## src/rtl/dma_req_pkg.sv

```systemverilog
package dma_req_pkg;

  typedef struct packed {
    logic [2:0] thr;
    logic       en;
  } ctrl_t;

  // receive block size: blk_max >> code, floored at 4 bytes
  function automatic int unsigned rx_blk_size(int unsigned blk_max, logic [2:0] code);
    int unsigned max_sh;
    int unsigned sh;
    max_sh = $clog2(blk_max) - 2;
    sh = (int'(code) > max_sh) ? max_sh : int'(code);
    return blk_max >> sh;
  endfunction

endpackage

```

## src/rtl/dma_host_decode.sv

```systemverilog
module dma_host_decode #(
  parameter int ADDR_W = 8,
  parameter int CNT_W  = 16,
  parameter logic [ADDR_W-1:0] FIFO_ADDR   = 'h00,
  parameter logic [ADDR_W-1:0] CNT_LO_ADDR = 'h10,
  parameter logic [ADDR_W-1:0] CNT_HI_ADDR = 'h11,
  parameter logic [ADDR_W-1:0] CTRL_ADDR   = 'h12
) (
  input  logic                 clk_i,
  input  logic                 rst_ni,
  input  logic                 cs_ni,
  input  logic                 dack_ni,
  input  logic [ADDR_W-1:0]    addr_i,
  input  logic [7:0]           wdata_i,
  input  logic                 wr_i,
  input  logic                 rd_i,
  output logic                 push_o,
  output logic                 pop_o,
  output dma_req_pkg::ctrl_t   ctrl_o,
  output logic                 cnt_load_o,
  output logic [CNT_W-1:0]     cnt_val_o
);
  logic [CNT_W-9:0] cnt_lo_q;
  logic fifo_sel, reg_wr;

  // acknowledge overrides chip select and address
  assign fifo_sel = !dack_ni || (!cs_ni && addr_i == FIFO_ADDR);
  assign reg_wr   = wr_i && dack_ni && !cs_ni;
  assign push_o   = wr_i && fifo_sel;
  assign pop_o    = rd_i && fifo_sel;

  assign cnt_load_o = reg_wr && addr_i == CNT_HI_ADDR;
  assign cnt_val_o  = {wdata_i, cnt_lo_q};

  always_ff @(posedge clk_i or negedge rst_ni) begin
    if (!rst_ni) begin
      cnt_lo_q <= '0;
      ctrl_o   <= '0;
    end else if (reg_wr) begin
      if (addr_i == CNT_LO_ADDR) cnt_lo_q <= wdata_i[CNT_W-9:0];
      if (addr_i == CTRL_ADDR)   ctrl_o   <= dma_req_pkg::ctrl_t'(wdata_i[3:0]);
    end
  end

  assert_ignored_strobe_R9: assert property (@(posedge clk_i) disable iff (!rst_ni)
    ((wr_i || rd_i) && dack_ni && cs_ni) |-> (!push_o && !pop_o));
  assert_dack_no_reg_R8: assert property (@(posedge clk_i) disable iff (!rst_ni)
    !dack_ni |=> $stable(ctrl_o));
endmodule

```

## src/rtl/dma_tx_req.sv

```systemverilog
module dma_tx_req #(
  parameter int CNT_W   = 16,
  parameter int BLK_MAX = 64,
  parameter int LVL_W   = $clog2(BLK_MAX + 1)
) (
  input  logic              clk_i,
  input  logic              rst_ni,
  input  logic              en_i,
  input  logic              load_i,
  input  logic [CNT_W-1:0]  load_val_i,
  input  logic              push_i,
  input  logic [LVL_W-1:0]  free_i,
  output logic              drq_o
);
  localparam int BLK_W = $clog2(BLK_MAX + 1);

  logic [CNT_W-1:0] remain_q;
  logic [BLK_W-1:0] blk_q, blk_size;
  logic             active_q;

  assign blk_size = (remain_q > CNT_W'(BLK_MAX)) ? BLK_W'(BLK_MAX) : BLK_W'(remain_q);
  assign drq_o = active_q;

  always_ff @(posedge clk_i or negedge rst_ni) begin
    if (!rst_ni) begin
      remain_q <= '0;
      blk_q    <= '0;
      active_q <= 1'b0;
    end else if (load_i) begin
      remain_q <= load_val_i;
      blk_q    <= '0;
      active_q <= 1'b0;
    end else begin
      if (push_i && en_i && remain_q != '0) remain_q <= remain_q - 1'b1;
      if (!en_i) begin
        active_q <= 1'b0;
      end else if (active_q) begin
        if (push_i) begin
          blk_q <= blk_q - 1'b1;
          if (blk_q == BLK_W'(1)) active_q <= 1'b0;
        end
      end else if (remain_q != '0 && LVL_W'(blk_size) <= free_i) begin
        active_q <= 1'b1;
        blk_q    <= blk_size;
      end
    end
  end

  assert_tx_drop_R4: assert property (@(posedge clk_i) disable iff (!rst_ni)
    (active_q && push_i && blk_q == BLK_W'(1) && !load_i) |=> !drq_o);
  assert_tx_idle_R5: assert property (@(posedge clk_i) disable iff (!rst_ni)
    (remain_q == '0 && !active_q) |=> !drq_o);
  assert_tx_room_R3: assert property (@(posedge clk_i) disable iff (!rst_ni)
    $rose(active_q) |-> LVL_W'(blk_q) <= $past(free_i));
  assert_tx_en_R1: assert property (@(posedge clk_i) disable iff (!rst_ni)
    $rose(drq_o) |-> $past(en_i));
endmodule

```

## src/rtl/dma_rx_req.sv

```systemverilog
module dma_rx_req #(
  parameter int BLK_MAX = 64,
  parameter int LVL_W   = $clog2(BLK_MAX + 1)
) (
  input  logic             clk_i,
  input  logic             rst_ni,
  input  logic             en_i,
  input  logic [2:0]       thr_i,
  input  logic             pop_i,
  input  logic [LVL_W-1:0] fill_i,
  output logic             drq_o
);
  localparam int BLK_W = $clog2(BLK_MAX + 1);

  logic [BLK_W-1:0] blk_q, blk_size;
  logic             active_q;

  assign blk_size = BLK_W'(dma_req_pkg::rx_blk_size(BLK_MAX, thr_i));
  assign drq_o = active_q;

  always_ff @(posedge clk_i or negedge rst_ni) begin
    if (!rst_ni) begin
      blk_q    <= '0;
      active_q <= 1'b0;
    end else if (!en_i) begin
      active_q <= 1'b0;
    end else if (active_q) begin
      if (pop_i) begin
        blk_q <= blk_q - 1'b1;
        if (blk_q == BLK_W'(1)) active_q <= 1'b0;
      end
    end else if (LVL_W'(blk_size) <= fill_i) begin
      active_q <= 1'b1;
      blk_q    <= blk_size;
    end
  end

  assert_rx_drop_R7: assert property (@(posedge clk_i) disable iff (!rst_ni)
    (active_q && pop_i && blk_q == BLK_W'(1)) |=> !drq_o);
  assert_rx_fill_R6: assert property (@(posedge clk_i) disable iff (!rst_ni)
    $rose(active_q) |-> LVL_W'(blk_q) <= $past(fill_i));
  assert_rx_en_R1: assert property (@(posedge clk_i) disable iff (!rst_ni)
    $rose(drq_o) |-> $past(en_i));
endmodule

```

## src/rtl/dma_req_ctrl.sv

```systemverilog
module dma_req_ctrl #(
  parameter int ADDR_W  = 8,
  parameter int CNT_W   = 16,
  parameter int BLK_MAX = 64,
  parameter int LVL_W   = $clog2(BLK_MAX + 1)
) (
  input  logic              clk_i,
  input  logic              rst_ni,
  input  logic              cs_ni,
  input  logic              dack_ni,
  input  logic [ADDR_W-1:0] addr_i,
  input  logic [7:0]        wdata_i,
  input  logic              wr_i,
  input  logic              rd_i,
  input  logic [LVL_W-1:0]  tx_free_i,
  input  logic [LVL_W-1:0]  rx_fill_i,
  output logic              drq_tx_o,
  output logic              drq_rx_o,
  output logic              tx_push_o,
  output logic              rx_pop_o
);
  dma_req_pkg::ctrl_t ctrl;
  logic               cnt_load;
  logic [CNT_W-1:0]   cnt_val;

  dma_host_decode #(.ADDR_W(ADDR_W), .CNT_W(CNT_W)) i_decode (
    .clk_i, .rst_ni, .cs_ni, .dack_ni, .addr_i, .wdata_i, .wr_i, .rd_i,
    .push_o(tx_push_o), .pop_o(rx_pop_o), .ctrl_o(ctrl),
    .cnt_load_o(cnt_load), .cnt_val_o(cnt_val)
  );

  dma_tx_req #(.CNT_W(CNT_W), .BLK_MAX(BLK_MAX), .LVL_W(LVL_W)) i_tx (
    .clk_i, .rst_ni, .en_i(ctrl.en), .load_i(cnt_load), .load_val_i(cnt_val),
    .push_i(tx_push_o), .free_i(tx_free_i), .drq_o(drq_tx_o)
  );

  dma_rx_req #(.BLK_MAX(BLK_MAX), .LVL_W(LVL_W)) i_rx (
    .clk_i, .rst_ni, .en_i(ctrl.en), .thr_i(ctrl.thr), .pop_i(rx_pop_o),
    .fill_i(rx_fill_i), .drq_o(drq_rx_o)
  );
endmodule

```

## config.mk

```make
export PLATFORM = sky130hd
export DESIGN_NAME = dma_req_ctrl
export DESIGN_NICKNAME = d
export VERILOG_FILES = /design/src/rtl/dma_req_pkg.sv /design/src/rtl/dma_host_decode.sv /design/src/rtl/dma_tx_req.sv /design/src/rtl/dma_rx_req.sv /design/src/rtl/dma_req_ctrl.sv
export SDC_FILE = /design/constraint.sdc
export NUM_CORES = 1
export LEC_CHECK = 0
export BUFFER_PORTS_ARGS = -buffer_cell sky130_fd_sc_hd__clkbuf_2
export CAP_MARGIN = 40
export CORE_ASPECT_RATIO = 0.5
export CORE_MARGIN = 3
export CORE_UTILIZATION = 45
export CTS_CLUSTER_SIZE = 10
export DETAILED_ROUTE_END_ITERATION = 16
export GPL_ROUTABILITY_DRIVEN = 1
export MAX_ROUTING_LAYER = met4
export PLACE_DENSITY_LB_ADDON = 0.12
export SYNTH_ARGS = -nofsm -noshare
export SYNTH_HDL_FRONTEND = slang
export SYNTH_SLANG_ARGS = --single-unit
export TNS_END_PERCENT = 50
```

## constraint.sdc

```tcl
create_clock -name clk_i -period 4.6 [get_ports clk_i]
set_input_delay 0.92 -clock clk_i [delete_from_list [all_inputs] [get_ports clk_i]]
set_output_delay 0.92 -clock clk_i [all_outputs]
set_load 0.005 [all_outputs]
```

==> results.py, run 1 <==
metrics = {
    "status": {
        "status": "completed",
    },
    "worst_setup_path": {
        "path_class": "register to register",
        "cp_slowest_stage_delay_ns": 0.58,
        "reg2reg_depth": 11,
        "startpoint_type": "register",
        "crit_path_end_kind": "register",
        "regToRegSetupSlack_ns": 1.09,
        "path_max_fanout": 11,
        "r2r-end": "i_tx.blk_q[0]$_DFFE_PN0P_",
        "crit_family": "simple AND/OR/NAND/NOR gates",
        "critPathCapture": "i_tx.blk_q[0]$_DFFE_PN0P_",
        "crit_start": "i_tx.remain_q[2]$_DFFE_PN0P_",
        "worst_ep_arrival_time_ns": 3.71,
        "path_common_cell": "a21oi_1",
        "r2r_start": "i_tx.remain_q[2]$_DFFE_PN0P_",
        "worst_path_max_delay_cell": "nor4_1",
        "worstPathRequired_ns": 4.81,
        "path_depth": 11,
        "timing.critical_path.buf_inv": 0,
        "path_cells": "nor4_1 > a21boi_0 > nor2_1 > and2_2 > ha_1 > a21oi_1 > a21oi_1 > nor4b_1 > o21ai_0 > o311a_1 > a21oi_1",
    },
    "grt": {
        "overflow": 0,
        "grt_pass1_wl_um": 13240,
        "grt.total_usage": 0.2142,
        "grt_pass1_vias": 2705,
        "grt_antenna_before_repair": 0,
        "grt_max_degree": 45,
    },
    "timing": {
        "clock.fmax_mhz": 285.1,
        "slew_viol_final": 0,
        "finalHoldViolCount": 0,
        "fin_skew_ns": 0.008122,
        "grt_setup_unrepaired": "no",
        "setup_viol": 0,
        "relSlewSlack": 0.4636,
        "final.setup.tns_ns": 0,
        "period_needed_ns": 3.508,
        "post-route-period-util": 0.7625,
        "worst_slew_pin_slew_ns": 0.8046,
    },
    "clock_tree": {
        "cts_buffer_depth": 2,
        "cts.sinks": 44,
        "ctsRootBufferMaster": "clkbuf_16",
        "clkLatencyLatePin_ns": 0.29,
        "cts_tree": "done",
        "post_cts_buffers": 0,
        "path_clk_slew_ns": 0.06,
        "numCtsBuffers": 5,
        "h-tree-depth": 2,
        "cts_hold_buf": 0,
        "ctsResizeCount": 0,
    },
    "finish": {
        "area_growth_pct": 13.20,
        "nets": 430,
        "stdcell_count": 463,
        "final_area_sq_mm": 0.003476,
        "final_util": 0.5490,
        "layout-drive-gt1-share": 0.2107,
        "diodes": 0,
    },
    "die": {
        "dieArea_sq_mm": 0.007911,
        "die_x_um": 122.8,
        "start_util": 0.4850,
        "core-area_sq_mm": 0.006331,
        "io_pins": 40,
        "num_rows": 20,
        "dieHeight_um": 64.41,
    },
    "yosys": {
        "syn_nets": 395,
        "yosys_warnings": 0,
        "synth_seq_cells": 44,
        "synth_cell_types": 65,
        "syn_avg_cell_area_sq_um": 9.057,
        "synth_edf_count": 0,
        "seq_area_frac_synth": 0.3586,
        "netlist_area_sq_mm": 0.003070,
        "async_reset_ff_frac": 1.000,
        "synth_ff_type": "dfrtp_1",
        "synthCells": 339,
    },
    "routing": {
        "dr.pass1.iters": 5,
        "avgRoutedWirePerCell_um": 16.27,
        "drt_iter0_markers": 252,
        "detail-route-antenna-nets": 0,
        "drcViolationCount": 0,
        "num_vias": 2780,
        "wirelength_um": 7535,
        "viasPerCell": 6.004,
    },
    "pwr": {
        "power_leakage_nw": 1.673,
        "totalPowerFinal_uw": 947.5,
        "switching_share": 0.2783,
        "p_per_area_mw_per_mm2": 272.6,
        "pwr-share-seq": 0.447,
        "intPower_uw": 683.8,
        "netSwitchingPower_uw": 263.7,
        "pwr-share-comb": 0.173,
        "ir_worst_vdd_uv": 121.8,
        "clkPwrFrac": 0.379,
    },
    "placement": {
        "dp_hpwl_um": 5662,
        "dp_cells": 455,
        "gp_congestion": 0.8326,
        "postPlaceCellArea_sq_mm": 0.003327,
        "io_buffers": 39,
    },
    "min_path": {
        "hp-class": "register to register",
    },
    "flow_run": {
        "drv_cap": 0,
    },
}
layout make-up:
| cell class | instances | area, sq um |
|---|---|---|
| well taps | 88 | 110.1 |
| flip-flops and latches | 44 | 1101 |
| repair buffers | 41 | 210.2 |
| inverters | 26 | 97.59 |
| clock buffers | 6 | 138.9 |
| fillers | 601 | 2855 |
| multi-input cells | 256 | 1808 |
| clock inverters | 2 | 10.01 |
metal layers:
layer  vias up  global-route usage  routed length (um)
li1       1332                   -                   -
met1      1365              0.3115                3803
met2        77              0.3127                3248
met3         6             0.04272                 428
met4         0             0.03905                  55
met5         -                   -                   0
cell usage in the layout, fill, tap and decap left out, types with 4 or more instances in the layout:
master,n
nand4_1,8
and2_1,6
ha_1,20
o311ai_0,6
dfrtp_1,44
a21oi_1,16
o21ai_0,12
mux2_2,14
clkbuf_16,5
nand3_1,15
a31oi_1,4
nor3_1,9
and3_1,5
nand2_1,32
nor2_1,25
clkbuf_2,39
nor4_1,5
nor2b_1,5
inv_1,26
o211ai_1,7
state kept, by name, summed over array words and instances (netlist names):
name,cells
i_rx.blk_q,7
i_tx.drq_o,1
i_decode.ctrl_o,4
i_rx.drq_o,1
i_decode.cnt_lo_q,8
i_tx.remain_q,16
i_tx.blk_q,7
worst min-delay path by stage:
stage,from,cells after the start,to
after floorplan,i_decode.cnt_lo_q[6]$_DFFE_PN0P_,2,i_tx.remain_q[6]$_DFFE_PN0P_
after global placement,i_decode.cnt_lo_q[6]$_DFFE_PN0P_,2,i_tx.remain_q[6]$_DFFE_PN0P_
after detailed placement,i_rx.blk_q[5]$_DFFE_PN0P_,1,i_rx.blk_q[5]$_DFFE_PN0P_
after CTS,i_rx.blk_q[5]$_DFFE_PN0P_,1,i_rx.blk_q[5]$_DFFE_PN0P_
after global routing,i_decode.cnt_lo_q[7]$_DFFE_PN0P_,1,i_decode.cnt_lo_q[7]$_DFFE_PN0P_
final,i_rx.blk_q[5]$_DFFE_PN0P_,1,i_rx.blk_q[5]$_DFFE_PN0P_
synth_stat cells, types with 3 or more instances:
master    instances  area, sq um
nor2_1           25        93.84
and2_1            6        37.54
xnor2_1           3        26.28
mux2_2           14        157.7
o311ai_0          6        52.55
ha_1             20        250.2
a41oi_1           3        26.28
nand2_1          32        120.1
nor3b_1           3        22.52
nand4_1           8        50.05
a21oi_1          16        80.08
o21ai_1           3        15.01
a31oi_1           4        25.02
and3_1            5        31.28
dfrtp_1          44         1101
nor3_1            9        45.04
inv_1            26        97.59
clkbuf_1          8        30.03
a32oi_1           3        26.28
o21ai_0          12        60.06
nand3_1          15        75.07
o211ai_1          7        52.55
nor2b_1           5        31.28
nor4_1            5        31.28
power groups by stage:
stage          sequential (mW)  combinational (mW)  clock (mW)
2_1_floorplan            0.423               0.111           0
3_3_place_gp             0.429               0.158           0
3_5_place_dp             0.430               0.163           0
4_1_cts                  0.423               0.164       0.371
5_1_grt                  0.426               0.187       0.394
6_report                 0.424               0.164       0.360
metrics by stage:
| step | hold WS [ns] | setup slack, ns |
|---|---|---|
| final | 0.5033 | 1.092 |
| after detailed placement | 0.4968 | 1.145 |
| after global routing | 0.5355 | 0.6460 |
| after CTS | 0.5123 | 1.124 |
| after global placement | 0.4649 | 1.276 |
| after floorplan | 0.4460 | 1.652 |
cells by family after synthesis:
kind of cell	after synthesis	share of synthesized area
flip-flops	44	0.3586
adder cells (fa/ha/maj)	20	0.08150
other	2	0.002446
AND/OR/NAND/NOR	135	0.2510
AO/OA/AOI/OAI	78	0.1818
buffers and inverters	39	0.05257
multiplexers	16	0.05786
XOR/XNOR	5	0.01427
Note: power is estimated with default switching activity, not from simulation.
==> inputs of run 2 (changes only) <==
Settings changed: ABC_AREA set to 1.
Clock period 4.6 ns to 3.25 ns, I/O delays scaled along.
==> results.py, run 2 <==
metrics = {
    "status": {
        "status": "completed",
    },
    "routing": {
        "drcViolationCount": 0,
        "num_vias": 3029,
        "dr.pass1.iters": 5,
        "detail-route-antenna-nets": 0,
        "drt_iter0_markers": 125,
        "avgRoutedWirePerCell_um": 12.88,
        "viasPerCell": 4.982,
        "wirelength_um": 7830,
    },
    "pwr": {
        "totalPowerFinal_mw": 1.415,
        "p_per_area_mw_per_mm2": 369.0,
        "ir_worst_vdd_uv": 196.0,
        "power_leakage_nw": 1.996,
    },
    "flow_run": {
        "drv_cap": 0,
    },
    "clock_tree": {
        "ctsRootBufferMaster": "clkbuf_16",
        "cts_tree": "done",
        "ctsResizeCount": 0,
        "clkLatencyLatePin_ns": 0.29,
        "numCtsBuffers": 5,
        "cts.sinks": 44,
        "cts_hold_buf": 0,
        "h-tree-depth": 2,
        "post_cts_buffers": 0,
        "cts_buffer_depth": 2,
        "path_clk_slew_ns": 0.07,
    },
    "placement": {
        "postPlaceCellArea_sq_mm": 0.003659,
        "io_buffers": 39,
        "dp_hpwl_um": 6088,
        "gp_congestion": 0.8888,
    },
    "timing": {
        "fin_skew_ns": 0.01095,
        "hold_ws_ns": 0.3957,
        "grt_setup_unrepaired": "no",
        "worst_slew_pin_slew_ns": 0.6986,
        "slew_viol_final": 0,
        "finalHoldViolCount": 0,
        "final.setup.tns_ns": 0,
        "clock.fmax_mhz": 421.6,
        "period_needed_ns": 2.372,
        "setup_viol": 0,
        "relSlewSlack": 0.5343,
        "post-route-period-util": 0.7297,
    },
    "yosys": {
        "synth-simple-area-share": 0.3347,
        "yosys-top-cells-count": "nand2_1, inv_1, dfrtp_1",
        "synth.most_common_cell": "nand2_1",
        "netlist_area_sq_mm": 0.003383,
        "synth_xor_area_frac": 0.03624,
        "synth-compound-area-share": 0.1246,
        "seq_area_frac_synth": 0.3254,
        "synth_top_family_by_area": "simple AND/OR/NAND/NOR gates",
        "async_reset_ff_frac": 1.000,
        "synth_top_cell_by_area": "dfrtp_1",
        "synth_cell_types": 36,
        "syn_nets": 531,
        "syn_avg_cell_area_sq_um": 7.123,
        "synthCells": 475,
        "muxShareOfSynthArea": 0.005917,
        "synth_fa_ha_area_frac": 0.07396,
        "yosys_warnings": 0,
        "synthTopCellsByArea": "dfrtp_1, nand2_1, inv_1",
        "synth_ff_type": "dfrtp_1",
        "synth_seq_cells": 44,
        "synth_edf_count": 0,
        "synth_top_area_share": 0.3254,
    },
    "grt": {
        "grt_antenna_before_repair": 1,
        "grt_pass1_wl_um": 13300,
        "grt_pass1_vias": 2780,
        "grt_max_degree": 27,
        "overflow": 0,
        "grt.total_usage": 0.1999,
    },
    "finish": {
        "layout-drive-gt1-share": 0.1977,
        "mostFrequentLayoutCell": "nand2_1",
        "layout_common_cells": "nand2_1, inv_1, dfrtp_1",
        "final_util": 0.5489,
        "nets": 571,
        "diodes": 0,
        "final_area_sq_mm": 0.003836,
        "ff_latch_area_sq_mm": 0.001101,
        "n_fill_cell": 723,
        "largest_reg_flops": 16,
        "largest_register": "i_tx.remain_q",
        "multiInputGateArea_sq_mm": 0.001954,
        "reg_top3": "i_tx.remain_q x16, i_decode.cnt_lo_q x8",
        "area_growth_pct": 13.39,
    },
    "worst_setup_path": {
        "startpoint_type": "register",
        "worst_ep_arrival_time_ns": 2.55,
        "worstPathRequired_ns": 3.43,
        "reg2reg_depth": 20,
        "regToRegSetupSlack_ns": 0.88,
        "path_max_fanout": 8,
        "path_class": "register to register",
        "critPathCapture": "i_tx.blk_q[4]$_DFFE_PN0P_",
        "crit_path_end_kind": "register",
        "crit_start": "i_tx.remain_q[0]$_DFFE_PN0P_",
        "r2r-end": "i_tx.blk_q[4]$_DFFE_PN0P_",
        "r2r_start": "i_tx.remain_q[0]$_DFFE_PN0P_",
    },
    "die": {
        "io_pins": 40,
        "start_util": 0.4841,
        "die_x_um": 128.6,
        "dieArea_sq_mm": 0.008658,
        "dieHeight_um": 67.31,
        "num_rows": 21,
        "core-area_sq_mm": 0.006989,
    },
    "min_path": {
        "hp-class": "input port to async pin",
    },
}
-- run 2: cell count changes after synthesis, moves of 9 or more --
| cell | change |
|---|---|
| inv_1 | +41 |
| mux2_2 | -14 |
| nand2_1 | +79 |
| nand2_2 | +15 |
| nand3_1 | +24 |
| nor2_1 | +14 |
| nor2_2 | +10 |
| o21ai_0 | +27 |
| o21ai_2 | +9 |
-- run 2: worst min-delay path by stage --
stage	endpoint	cells past startpoint	slack [ns]	start
after global routing	i_tx.remain_q[3]$_DFFE_PN0P_	1	0.44	rst_ni
after CTS	i_tx.remain_q[3]$_DFFE_PN0P_	1	0.43	rst_ni
final	i_tx.remain_q[3]$_DFFE_PN0P_	1	0.40	rst_ni
after global placement	i_decode.cnt_lo_q[5]$_DFFE_PN0P_	2	0.47	i_decode.cnt_lo_q[5]$_DFFE_PN0P_
after floorplan	i_decode.cnt_lo_q[0]$_DFFE_PN0P_	0	0.35	rst_ni
after detailed placement	i_decode.cnt_lo_q[2]$_DFFE_PN0P_	2	0.48	i_decode.cnt_lo_q[2]$_DFFE_PN0P_
-- run 2: report_power, final --
part	switching (mW)	internal (mW)
clock network	0.224	0.385
registers	0.0303	0.577
logic	0.121	0.0773
total	0.376	1.04
-- run 2: final cells by class --
type,count,share of cell area
clock buffers,6,0.03620
clock inverters,2,0.01011
inverters,70,0.06849
multi-input cells,351,0.5095
flip-flops and latches,44,0.2870
well taps,92,0.03001
repair buffers,43,0.05871
-- run 2: per-stage QoR --
| step | setup slack, ns | cells |
|---|---|---|
| finish | 0.8783 | 608 |
| global route | 0.5667 | 608 |
| global placement | 0.9493 | 600 |
| CTS | 0.8886 | 608 |
| floorplan | 1.154 | 475 |
| detailed placement | 0.9028 | 600 |
-- run 2: critical path, cell delays in order (launching register included) --
cell and delay, ns:
dfrtp_1 0.40, inv_2 0.08, ha_1 0.19, inv_1 0.05, nor2_1 0.03, nand3_1 0.08
nand2_1 0.12, nand2_2 0.13, nor2_2 0.05, ha_1 0.30, nand2_1 0.06, nor2_1 0.12
nand2_1 0.07, nand2_1 0.06, nand2_1 0.06, nand2_2 0.07, nand2_4 0.08, nand2_4 0.13
nand2_2 0.07, nand2_1 0.06, nand2_1 0.05
-- run 2: cell families (layout without fill, tap and decap cells) --
| kind of cell | Yosys count | count (layout) |
|---|---|---|
| compound gates | 71 | 71 |
| fa+ha+maj | 20 | 20 |
| buf+inv | 80 | 121 |
| other cells | 2 | 2 |
| flops | 44 | 44 |
| simple gates | 242 | 242 |
| mux | 2 | 2 |
| xor+xnor | 14 | 14 |
-- run 2: per-layer routing --
layer | part of all wire | GRT usage | vias up
li1 | - | - | 1600
met1 | 0.53 | 0.2836 | 1367
met2 | 0.41 | 0.3012 | 57
met3 | 0.055 | 0.04186 | 5
met4 | 0.0046 | 0.03141 | 0
met5 | 0 | - | -
==> inputs of run 3 (changes only) <==
Settings changed: ABC_AREA 1 to 0.
Clock period 3.25 ns to 2.3 ns, I/O delays scaled along.
==> results.py, run 3 (same netlist as run 1, synthesis figures left out) <==
metrics = {
    "worst_setup_path": {
        "regToRegSetupSlack_ns": -0.40,
        "r2r_start": "i_tx.remain_q[15]$_DFFE_PN0P_",
        "path_class": "register to register",
        "crit_family": "simple AND/OR/NAND/NOR gates",
        "reg2reg_depth": 11,
        "cp_slowest_stage_delay_ns": 0.41,
        "r2r-end": "i_tx.blk_q[4]$_DFFE_PN0P_",
        "worst_path_max_delay_cell": "dfrtp_1",
        "path_cells": "nor4_4 > nand3_2 > nor2_4 > and2_4 > ha_4 > nand4_1 > a21oi_2 > o2bb2ai_4 > a32oi_4 > nor2_2 > o221a_2",
        "worst_ep_arrival_time_ns": 2.88,
        "timing.critical_path.buf_inv": 0,
        "startpoint_type": "register",
        "crit_path_end_kind": "register",
        "worstPathRequired_ns": 2.48,
        "path_max_fanout": 8,
        "crit_start": "i_tx.remain_q[15]$_DFFE_PN0P_",
    },
    "clock_tree": {
        "cts_hold_buf": 0,
        "cts_buffer_depth": 2,
        "ctsRootBufferMaster": "clkbuf_16",
        "h-tree-depth": 2,
        "cts.sinks": 44,
        "cts_tree": "done",
        "clkLatencyLatePin_ns": 0.29,
        "path_clk_slew_ns": 0.06,
        "numCtsBuffers": 5,
    },
    "timing": {
        "post-route-period-util": 1.175,
        "final.setup.tns_ns": -2.615,
        "clock.fmax_mhz": 370.0,
        "grt_setup_unrepaired": "yes",
        "setup_viol": 8,
        "hold_ws_ns": 0.2373,
        "finalHoldViolCount": 0,
        "worst_slew_pin_slew_ns": 0.7019,
        "relSlewSlack": 0.5278,
        "timing.final.ws_setup_ns": -0.4024,
        "fin_skew_ns": 0.004470,
        "slew_viol_final": 0,
        "period_needed_ns": 2.702,
    },
    "placement": {
        "dp_hpwl_um": 6431,
        "dpl_worst_slack_ns": -0.4628,
        "dp_cells": 498,
        "gp_congestion": 0.9499,
        "io_buffers": 39,
    },
    "die": {
        "core-area_sq_mm": 0.006331,
        "dieHeight_um": 64.41,
        "dieArea_sq_mm": 0.007911,
        "start_util": 0.4850,
        "die_x_um": 122.8,
        "io_pins": 40,
        "num_rows": 20,
    },
    "grt": {
        "grt.total_usage": 0.2466,
        "overflow": 0,
        "grt_max_degree": 45,
        "grt_pass1_wl_um": 14770,
        "grt_antenna_before_repair": 0,
        "grt_pass1_vias": 3092,
    },
    "routing": {
        "drt_iter0_markers": 364,
        "detail-route-antenna-nets": 0,
        "wirelength_um": 8847,
        "viasPerCell": 5.900,
        "num_vias": 3074,
        "drcViolationCount": 0,
        "dr.pass1.iters": 5,
        "avgRoutedWirePerCell_um": 16.98,
    },
    "finish": {
        "reg_top3": "i_tx.remain_q x16, i_decode.cnt_lo_q x8",
        "area_growth_pct": 36.80,
        "layout-drive-gt1-share": 0.3949,
        "largest_register": "i_tx.remain_q",
        "mostFrequentLayoutCell": "buf_4",
        "diodes": 0,
        "largest_reg_flops": 16,
        "stdcell_count": 521,
        "nets": 488,
        "layout_common_cells": "buf_4, dfrtp_1, clkbuf_2, nand2_1, inv_1",
    },
    "status": {
        "failed_checks": "setup timing",
        "status": "finished with violations",
    },
    "min_path": {
        "hp-class": "input port to async pin",
    },
    "pwr": {
        "ir_worst_vdd_uv": 284.6,
        "totalPowerFinal_mw": 2.258,
        "p_per_area_mw_per_mm2": 537.5,
        "power_leakage_nw": 2.012,
    },
    "flow_run": {
        "drv_cap": 0,
    },
}
==> run 3: cell count changes in the layout (fill, tap and decap cells not counted), sizes merged, moves of 6 or more <==
cell,previous run,this run
nand2,128,32
buf,4,60
inv,70,26
o21ai,49,15
nor2,53,25
nand3,42,15
mux2,0,14
and2,0,7
nor4,0,7
o311ai,0,6
==> run 3: stage by stage <==
stage	cell area [sq um]	utilization
final	4200	0.6634
after global routing	4200	0.6634
after CTS	4079	0.6443
after detailed placement	3790	0.5986
after global placement	3790	0.5986
after floorplan	3211	-
==> run 3: repair_timing <==
action / 4_1_cts / 5_1_grt
setup endpoints to repair: 11 / 18
resized for setup: 8 / 16
buffers inserted: 8 / 7
hold endpoints to repair: 0 / 0
pin swaps: 17 / 12
==> run 3: worst max path at each step <==
stage	slack [ns]	end	depth (start not counted)
global route	-0.58	i_tx.blk_q[1]$_DFFE_PN0P_	11
detailed placement	-0.46	i_tx.blk_q[0]$_DFFE_PN0P_	10
finish	-0.40	i_tx.blk_q[4]$_DFFE_PN0P_	11
global placement	-0.32	i_tx.blk_q[0]$_DFFE_PN0P_	10
CTS	-0.39	i_tx.blk_q[1]$_DFFE_PN0P_	11
floorplan	-0.19	i_tx.blk_q[0]$_DFFE_PN0P_	11
==> run 3: cell type report <==
type	instances	area (sq um)
Clock buffer	7	152.6
Clock inverter	1	30.03
Fill cell	506	2131
Inverter	26	97.59
Multi-Input combinational cell	256	2052
Sequential cell	44	1101
Tap cell	88	110.1
Timing Repair Buffer	99	656.9
==> run 3: power breakdown <==
| part | leakage [nW] | internal (mW) | total [mW] | switching, mW |
|---|---|---|---|---|
| Combinational | 1.33 | 0.270 | 0.540 | 0.270 |
| Clock | 0.0901 | 0.572 | 0.878 | 0.306 |
| Sequential | 0.588 | 0.806 | 0.839 | 0.0333 |
==> run 3: routing by layer <==
layer	wire length, um	share of wire	track usage	up-vias
met5	0	0	-	-
met4	149	0.017	0.07671	0
met3	528	0.060	0.04795	14
met2	3993	0.45	0.3787	106
met1	4175	0.47	0.3319	1505
li1	-	-	-	1449
